**src/rtl/ds_pkg.sv**
```systemverilog
package ds_pkg;
    typedef enum logic {
        DS_TRUNC = 1'b0,
        DS_ROUND = 1'b1
    } ds_mode_e;
endpackage

```
**src/rtl/ds_narrow.sv**
```systemverilog
module ds_narrow #(
    parameter int IN_W  = 14,
    parameter int OUT_W = 8
) (
    input  logic             mode_round,
    input  logic [IN_W-1:0]  sample,
    output logic [OUT_W-1:0] scaled
);
    import ds_pkg::*;
    localparam int DROP = IN_W - OUT_W;

    ds_mode_e mode;
    assign mode = ds_mode_e'(mode_round);

    generate
        if (DROP > 0) begin : g_drop
            logic [OUT_W-1:0] upper;
            logic             half_bit;
            logic [OUT_W:0]   sum;
            assign upper    = sample[IN_W-1:DROP];
            assign half_bit = sample[DROP-1];
            assign sum      = {1'b0, upper} + {{OUT_W{1'b0}}, half_bit};
            always_comb begin
                unique case (mode)
                    DS_ROUND: scaled = sum[OUT_W] ? {OUT_W{1'b1}} : sum[OUT_W-1:0];
                    DS_TRUNC: scaled = upper;
                    default:  scaled = upper;
                endcase
            end
        end else begin : g_pass
            assign scaled = sample[OUT_W-1:0];
        end
    endgenerate
endmodule

```
**src/rtl/ds_outreg.sv**
```systemverilog
module ds_outreg #(
    parameter int OUT_W = 8
) (
    input  logic             clk,
    input  logic             rst,
    input  logic             load,
    input  logic [OUT_W-1:0] d,
    output logic             q_valid,
    output logic [OUT_W-1:0] q
);
    always_ff @(posedge clk) begin
        if (rst) begin
            q_valid <= 1'b0;
            q       <= '0;
        end else begin
            q_valid <= load;
            if (load) q <= d;
        end
    end
endmodule

```
**src/rtl/sample_downscaler.sv**
```systemverilog
module sample_downscaler #(
    parameter int IN_W  = 14,
    parameter int OUT_W = 8
) (
    input  logic             clk,
    input  logic             rst,
    input  logic             mode_round,
    input  logic             in_valid,
    input  logic [IN_W-1:0]  in_data,
    output logic             out_valid,
    output logic [OUT_W-1:0] out_data
);
    logic [OUT_W-1:0] scaled;

    ds_narrow #(.IN_W(IN_W), .OUT_W(OUT_W)) narrow_i (
        .mode_round (mode_round),
        .sample     (in_data),
        .scaled     (scaled)
    );

    ds_outreg #(.OUT_W(OUT_W)) outreg_i (
        .clk     (clk),
        .rst     (rst),
        .load    (in_valid),
        .d       (scaled),
        .q_valid (out_valid),
        .q       (out_data)
    );
endmodule

```
**config.mk**
```make
export PLATFORM = sky130hd
export DESIGN_NAME = sample_downscaler
export DESIGN_NICKNAME = d
export VERILOG_FILES = /design/src/rtl/ds_pkg.sv /design/src/rtl/ds_narrow.sv /design/src/rtl/ds_outreg.sv /design/src/rtl/sample_downscaler.sv
export SDC_FILE = /design/constraint.sdc
export NUM_CORES = 1
export LEC_CHECK = 0
export ABC_AREA = 1
export CAP_MARGIN = 20
export CORE_MARGIN = 10
export CORE_UTILIZATION = 38
export CTS_CLUSTER_DIAMETER = 80
export CTS_CLUSTER_SIZE = 10
export DETAILED_ROUTE_END_ITERATION = 10
export GPL_TIMING_DRIVEN = 0
export PLACE_DENSITY = 0.76
export SETUP_SLACK_MARGIN = 0.1
export SYNTH_ARGS = -nofsm -noshare
export SYNTH_HDL_FRONTEND = slang
export SYNTH_SLANG_ARGS = --single-unit
```
**constraint.sdc**
```tcl
create_clock -name clk -period 1.3 [get_ports clk]
set_input_delay 0.26 -clock clk [delete_from_list [all_inputs] [get_ports clk]]
set_output_delay 0.26 -clock clk [all_outputs]
set_load 0.005 [all_outputs]
```
# Word level (Yosys, flattened, before mapping)
# Index checks and enable logic that the tools add are counted.
dict set report word_totals {
  ff_bits 9
  in_bits 18
  out_inout_bits 9
}
dict set report classes {
  bitwise_logic 1
  muxes 2
  add_sub_neg 1
}
# cell n
set ops {}
lappend ops {{$pmux W8 S2} 1}
lappend ops {{$add A8 B1 Y9} 1}
lappend ops {{$mux W8} 1}
lappend ops {{$not A1 Y1} 1}

# Logic depth before layout (Yosys ltp)
# Gate-level depths: netlist of run 1.
dict set report depth {
  depth_word 3
  ltp_mapped 9
}

# Cells and area by module
# Synthesis of run 1 repeated with hierarchy kept, for this count alone.
dict set report unflattened {
  hier_cells 104
  area_unflattened_um2 646.9
}
# module cells_per_inst seq_area_each_um2 area_per_inst_um2 n_inst
set by_module_without_submodules {}
lappend by_module_without_submodules {ds_outreg 54 180.2 369.1 1}
lappend by_module_without_submodules {ds_narrow 50 0.0 277.8 1}

# Least setup slack after synthesis of run 1
# No wires, ideal clock.
dict set report synth_timing {
  kind {input-to-reg}
  startpoint {in in_data[5]}
  endpoint {reg outreg_i.q[0]}
  setup_slack_ns 0.105
  stages 8
  t_arrival_ns 1.079
  cell_sequence {ha_1 ha_1 nand2_2 nor2_4 nand3_2 nand2_4 o21ai_0 inv_1}
}
dict set report synth_via {
  elab_chain_len 3
}
# item line
set synth_rtl {}
lappend synth_rtl {{start, declared} sample_downscaler.sv:9} ;# input logic [IN_W-1:0] in_data,
lappend synth_rtl {{$add A8 B1 Y9} ds_narrow.sv:22} ;# assign sum = {1'b0, upper} + {{OUT_W{1'b0}}, half_bit};
lappend synth_rtl {{$mux W8} ds_narrow.sv:25} ;# DS_ROUND: scaled = sum[OUT_W] ? {OUT_W{1'b1}} : sum[OUT_W-1:0];
lappend synth_rtl {{$pmux W8 S2} ds_narrow.sv:24} ;# unique case (mode)
lappend synth_rtl {{end signal, assigned} ds_outreg.sv:14} ;# q <= '0;
lappend synth_rtl {{end signal, assigned} ds_outreg.sv:17} ;# if (load) q <= d;
lappend synth_rtl {{end, declared} ds_outreg.sv:9} ;# output logic [OUT_W-1:0] q
# Every way passes these cells.
# A chain may end at the register's enable or synchronous reset.

# Final worst setup path of run 1
dict set report layout_timing {
  startpoint {in in_data[6]}
  endpoint {reg outreg_i.q[5]}
}
# The elaborated chain is that of the path after synthesis.

==> results of run 1 <==
-- state kept, by name, indices dropped and copies added (netlist names) --
signal / count
outreg_i.q_valid: 1
outreg_i.q: 8
-- timing repair --
item,in CTS,in global routing
setup buffers,0,1
gates resized for setup,18,6
pin swaps,3,1
setup endpoints to repair,17,6
-- metrics by stage --
| stage | TNS [ns] | hold WS (ns) | utilization (%) | setup slack (ns) | std cells |
|---|---|---|---|---|---|
| after floorplan | 0 | 0.331 | - | 0.105 | 80 |
| after global placement | -2.92 | 0.504 | 58.7 | -0.385 | 116 |
| after detailed placement | -3.12 | 0.525 | 58.7 | -0.410 | 116 |
| after CTS | 0 | 0.469 | 61.4 | 0.104 | 120 |
| after global routing | 0 | 0.415 | 62.7 | 0.105 | 121 |
| final | 0 | 0.398 | 62.7 | 0.162 | 121 |
-- worst max path at each step --
stage	end	slack [ns]	depth (start not counted)
floorplan	outreg_i.q[0]$_SDFFE_PP0P_	0.11	8
global placement	outreg_i.q[7]$_SDFFE_PP0P_	-0.39	9
detailed placement	outreg_i.q[7]$_SDFFE_PP0P_	-0.41	9
CTS	outreg_i.q[5]$_SDFFE_PP0P_	0.10	8
global route	outreg_i.q[7]$_SDFFE_PP0P_	0.11	9
finish	outreg_i.q[5]$_SDFFE_PP0P_	0.16	9
-- routing by layer --
layer | routed length (um) | vias up | global-route usage, %
met4 | 25 | 0 | 5.03
met2 | 578 | 17 | 11.7
met1 | 499 | 244 | 7.04
met3 | 110 | 4 | 4.14
met5 | 0 | - | 0
li1 | - | 304 | -
-- layout by cell type (no fill, tap or decap), types with 2 or more instances in the layout --
| cell type | n |
|---|---|
| clkdlybuf4s50_1 | 4 |
| a21oi_2 | 4 |
| clkbuf_4 | 3 |
| nand2_1 | 19 |
| o21ai_1 | 2 |
| inv_1 | 11 |
| o21ai_0 | 5 |
| dlygate4sd2_1 | 13 |
| dfxtp_1 | 9 |
| nor2_1 | 13 |
| nand3_1 | 3 |
| xnor2_1 | 2 |
| dlymetal6s2s_1 | 4 |
| nand2_4 | 2 |
| nor2_4 | 2 |
-- tightest hold or removal path, stage by stage --
cell and delay [ns]:
dlymetal6s2s_1 0.14, xor2_1 0.10, a21oi_2 0.12
-- final cells by class --
cell class | instances | area, um^2
plain buffers | 1 | 11.3
fillers | 135 | 498
inverters | 12 | 47.5
repair buffers | 22 | 211
multi-input cells | 58 | 340
well taps | 15 | 18.8
clock buffers | 4 | 26.3
flip-flops and latches | 9 | 180
-- power by group --
group	internal, mW	switching (mW)	total [mW]	leakage (nW)
Sequential	0.296	0.00754	0.303	0.0749
Combinational	0.0821	0.0798	0.162	0.368
Clock	0.118	0.0882	0.206	0.0150
-- logic make-up after synthesis --
| kind of cell | synth area share [%] |
|---|---|
| AO/OA/AOI/OAI | 12.6 |
| XOR/XNOR | 4.74 |
| buffers and inverters | 10.6 |
| flip-flops | 32.5 |
| AND/OR/NAND/NOR | 35.0 |
| adder cells (fa/ha/maj) | 4.51 |
==> flow_metrics.py, run 1 <==
metrics = {
    "grt": {
        "grt_max_degree": 11,
        "grt_pass1_vias": 489,
        "antenna_found_initial": 0,
        "grt_overflow": 0,
        "grt_first_pass_wirelength_um": 1990,
        "grt_usage_pct": 7.32,
    },
    "place": {
        "gp_congestion": 0.753,
        "place_hpwl_um": 1060,
        "dpl-instance-area_um2": 783,
        "portBuffers": 21,
    },
    "sta": {
        "rsz0062_at_grt": "false",
        "finalSetupViolations": 0,
        "finalCriticalPeriod_ns": 1.14,
        "fmax_mhz": 879,
        "worstMarginPinSlew_ns": 0.209,
        "finalHoldViolCount": 0,
        "timing.final.crit_share_pct": 87.5,
        "slew_headroom_pct": 85.9,
        "finalClockSkew_ns": 0,
        "report.final.slew_viol_count": 0,
    },
    "cells_and_area": {
        "antenna_cells": 0,
        "drive_gt1_share_pct": 16.0,
        "fin_area_um2": 836,
        "syn2layout_area_growth_pct": 50.8,
        "layout.nets": 127,
    },
    "clocking": {
        "cts.sinks": 9,
        "clockRootBuffer": "clkbuf_4",
        "cts_tree": "built",
        "clockBufferDepth": 2,
        "cts_buffers": 3,
        "htree_levels": 1,
        "worstSkewPairLatency_ns": 0.25,
        "ctsHoldBuffers": 0,
        "path_clk_slew_ns": 0.06,
    },
    "critical_path": {
        "max_stage_delay_ns": 0.24,
        "critPathMaxFanout": 4,
        "cp.required_ns": 1.44,
        "path_buf_inv": 1,
        "cp-startpoint": "in_data[6]",
        "reg2reg_slack_ns": 0.65,
        "reg2reg_from": "outreg_i.q[2]$_SDFFE_PP0P_",
        "cpLargestDelayFamily": "simple AND/OR/NAND/NOR gates",
        "reg2regPathDepth": 2,
        "crit_type": "in -> reg",
        "r2r_end": "outreg_i.q[2]$_SDFFE_PP0P_",
        "crit_arrival_ns": 1.28,
        "crit_path_top_delay_cell": "dlygate4sd2_1",
        "cp_cell_sequence": "dlygate4sd2_1 > ha_2 > ha_4 > nand2_4 > nor2_4 > nand3_2 > nand2_4 > nor2_1 > nor2_1",
        "start_kind": "input port",
        "end_kind": "flip-flop",
    },
    "floorplan": {
        "die_area_um2": 3390,
        "num_io_pins": 27,
        "fp.dieW_um": 58.2,
        "fp.dieH_um": 58.2,
        "row_count": 13,
        "fp.coreArea_um2": 1330,
        "start_util_pct": 41.6,
    },
    "routing": {
        "drtIter0Drc": 20,
        "drc_errors": 0,
        "drt_first_pass_iters": 4,
        "drtAntennaViolNets": 0,
        "viasPerCell": 4.70,
        "vias": 569,
        "routed_wl_um": 1210,
        "routedWlPerCell_um": 10.0,
    },
    "flow_run": {
        "maxCapViolations": 0,
    },
    "synth": {
        "synth_area_leaders": "dfxtp_1 (33%), nand2_1 (13%), nor2_1 (8.8%)",
        "yosys.cell_types.count": 19,
        "synthesis.nets": 100,
        "synthFlopType": "dfxtp_1",
        "ys_top_cells_by_count": "nand2_1 (19), nor2_1 (13), inv_1 (11)",
        "netlist_area_um2": 554,
        "ys_seq_area_share_pct": 32.5,
        "avgSynthCellArea_um2": 6.93,
        "synth-async-reset-ratio_pct": 0,
        "synth_top_area_share_pct": 32.5,
        "synth_edf_count": 0,
        "synth.most_common_cell": "nand2_1",
        "yosysTopAreaCell": "dfxtp_1",
        "synth_cells": 80,
        "ys_warn_count": 0,
        "ys_ff_latch": 9,
    },
    "worst_hold_path": {
        "hold_end": "outreg_i.q[2]$_SDFFE_PP0P_",
        "hold_depth": 3,
        "hold_path.class": "in -> reg",
        "worstHoldStart": "in_data[8]",
    },
    "pwr": {
        "power_leakage_nw": 0.458,
        "ir_drop_mv": 0.450,
        "p_per_area_nw_per_um2": 803,
        "total_power_mw": 0.671,
    },
    "run_status": {
        "status": "complete, no violations",
    },
}
No activity file was read; power rests on OpenSTA's default activity.
==> inputs of run 2 (changes only) <==
- ABC_AREA: 1 -> default
- CORE_UTILIZATION: 38 -> 36
==> flow_metrics.py, run 2 <==
metrics = {
    "grt": {
        "grt_overflow": 0,
        "grt_pass1_vias": 576,
        "grt_max_degree": 10,
        "grt_usage_pct": 9.43,
        "antenna_found_initial": 0,
        "grt_first_pass_wirelength_um": 2460,
    },
    "cells_and_area": {
        "largest_reg_flops": 8,
        "layout_commonest_cell": "dlygate4sd2_1",
        "reg_top3": "outreg_i.q (8), outreg_i.q_valid (1)",
        "layout.nets": 102,
        "nFillCells": 120,
        "mostFrequentLayoutCells": "dlygate4sd2_1 (15), nor2_1 (11), dfxtp_1 (9)",
        "syn2layout_area_growth_pct": 62.6,
        "finalNonFillerCells": 96,
        "fin_area_um2": 783,
        "largest-register": "outreg_i.q",
        "drive_gt1_share_pct": 28.4,
        "antenna_cells": 0,
    },
    "synth": {
        "synth-async-reset-ratio_pct": 0,
        "ys_warn_count": 0,
        "ys_ff_latch": 9,
        "ys_seq_area_share_pct": 37.4,
        "synthFlopType": "dfxtp_1",
        "netlist_area_um2": 482,
        "synth_top_area_share_pct": 37.4,
        "ys_top_cells_by_count": "nor2_1 (11), dfxtp_1 (9), a211oi_1 (6)",
        "synth.most_common_cell": "nor2_1",
        "synth_edf_count": 0,
        "synth_area_leaders": "dfxtp_1 (37%), a211oi_1 (9.4%), nor2_1 (8.6%)",
        "yosysTopAreaCell": "dfxtp_1",
        "avgSynthCellArea_um2": 8.92,
        "synthesis.nets": 74,
        "synth_cells": 54,
        "yosys.cell_types.count": 23,
    },
    "floorplan": {
        "die_area_um2": 3200,
        "row_count": 13,
        "num_io_pins": 27,
        "start_util_pct": 37.5,
        "fp.dieW_um": 56.6,
        "fp.dieH_um": 56.6,
        "fp.coreArea_um2": 1280,
    },
    "worst_hold_path": {
        "hold_path.class": "in -> reg",
    },
    "clocking": {
        "worstSkewPairLatency_ns": 0.26,
        "htree_levels": 1,
        "cts_tree": "built",
        "path_clk_slew_ns": 0.06,
        "cts_buffers": 3,
        "cts.sinks": 9,
        "clockBufferDepth": 2,
        "clockRootBuffer": "clkbuf_4",
    },
    "routing": {
        "wl_met3_um": 218,
        "met2_length_um": 622,
        "viasPerCell": 5.43,
        "drtAntennaViolNets": 0,
        "drt_first_pass_iters": 4,
        "vias": 521,
        "wl_met1_um": 579,
        "top_layer_used": "met4",
        "drtIter0Drc": 8,
        "routed_wl_um": 1440,
        "routedWlPerCell_um": 15.0,
        "drc_errors": 0,
    },
    "sta": {
        "rsz0062_at_grt": "true",
        "worstMarginPinSlew_ns": 0.473,
        "finalClockSkew_ns": 0,
        "slew_headroom_pct": 68.5,
        "holdWs_ns": 0.378,
        "timing.final.crit_share_pct": 94.4,
        "finalHoldViolCount": 0,
        "fmax_mhz": 815,
        "report.final.slew_viol_count": 0,
        "finalCriticalPeriod_ns": 1.23,
        "finalSetupViolations": 0,
        "fin_setup_tns_ns": 0,
    },
    "place": {
        "dp_cells": 88,
        "gp_congestion": 0.713,
        "dpl-instance-area_um2": 721,
        "portBuffers": 19,
        "place_hpwl_um": 1010,
    },
    "run_status": {
        "status": "complete, no violations",
    },
    "critical_path": {
        "crit_arrival_ns": 1.38,
        "max_stage_delay_ns": 0.40,
        "start_kind": "input port",
        "cpMostUsedCell": "ha_4",
        "crit_path_top_delay_cell": "or4_4",
        "critPathMaxFanout": 4,
        "cp.required_ns": 1.46,
        "cp_cell_sequence": "buf_6 > ha_4 > ha_4 > and3_4 > or4_4 > o311a_1",
        "crit_type": "in -> reg",
        "end_kind": "flip-flop",
    },
    "pwr": {
        "total_power_mw": 0.683,
        "ir_drop_mv": 0.558,
        "p_per_area_nw_per_um2": 872,
        "power_leakage_nw": 0.342,
    },
    "flow_run": {
        "maxCapViolations": 0,
    },
}
run 2: changes by cell type in the layout (fill, tap and decap cells not counted), sizes merged, moves of 3 or more:
| cell | before | now |
|---|---|---|
| clkdlybuf4s50 | 4 | 0 |
| dlymetal6s2s | 4 | 0 |
| a211oi | 0 | 6 |
| inv | 12 | 1 |
| buf | 2 | 9 |
| nand3 | 4 | 0 |
| a21oi | 4 | 1 |
| nand2 | 21 | 3 |
| o21ai | 7 | 1 |
| nor2 | 15 | 11 |
run 2: critical path: cells and delay by family:
kind,cells,cell delay (ns)
AOI/OAI and AO/OA,1,0.13
and+or+nand+nor,2,0.58
buffers and inverters,1,0.10
adders and majority gates,2,0.31
run 2: layer usage:
metal / up-vias / global-route usage [%]
li1: 257 / -
met1: 232 / 8.90
met2: 28 / 14.6
met3: 4 / 7.64
met4: 0 / 4.12
met5: - / 0
run 2: path summary, 6_finish.rpt:
kind                         startpoint                    endpoint  slack, ns  cells past startpoint
max                          in_data[5]  outreg_i.q[7]$_SDFFE_PP0P_       0.07                      6
min                          in_data[6]  outreg_i.q[0]$_SDFFE_PP0P_       0.38                      3
max reg2reg  outreg_i.q[5]$_SDFFE_PP0P_  outreg_i.q[5]$_SDFFE_PP0P_       0.55                      2
min reg2reg  outreg_i.q[0]$_SDFFE_PP0P_  outreg_i.q[0]$_SDFFE_PP0P_       0.49                      2
run 2: cells by family after synthesis:
family	share of synthesized area, %
simple gates	22.6
compound gates	22.1
flops	37.4
buf+inv	4.93
xor+xnor	3.64
mux	4.16
fa+ha+maj	5.19
run 2: timing repair:
action,in CTS,in global routing
endpoints found under the setup margin,17,5
setup buffers,4,0
hold buffers,0,0
pin swaps,7,5
gates resized for setup,32,8
run 2: through the flow:
| step | utilization [%] | setup slack, ns |
|---|---|---|
| 2_1_floorplan | - | -0.0715 |
| 3_3_place_gp | 56.1 | -0.591 |
| 3_5_place_dp | 56.1 | -0.616 |
| 4_1_cts | 60.4 | 0.0394 |
| 5_1_grt | 61.0 | 0.0381 |
| 6_report | 61.0 | 0.0730 |
run 2: area by class of cell:
type	count	area, um^2	share of cell area, %
multi-input combinational	41	334	42.7
timing repair buffer	23	194	24.8
sequential	9	180	23.0
clock buffer	4	26.3	3.35
buffer	3	26.3	3.35
tap	15	18.8	2.40
inverter	1	3.75	0.479
run 2: where the power goes:
part | leakage, nW | switching [mW] | internal, mW | total, mW
clock network | 0.0150 | 0.101 | 0.118 | 0.219
registers | 0.0749 | 0.00869 | 0.296 | 0.304
logic | 0.252 | 0.0762 | 0.0831 | 0.159
total | 0.342 | 0.185 | 0.497 | 0.683
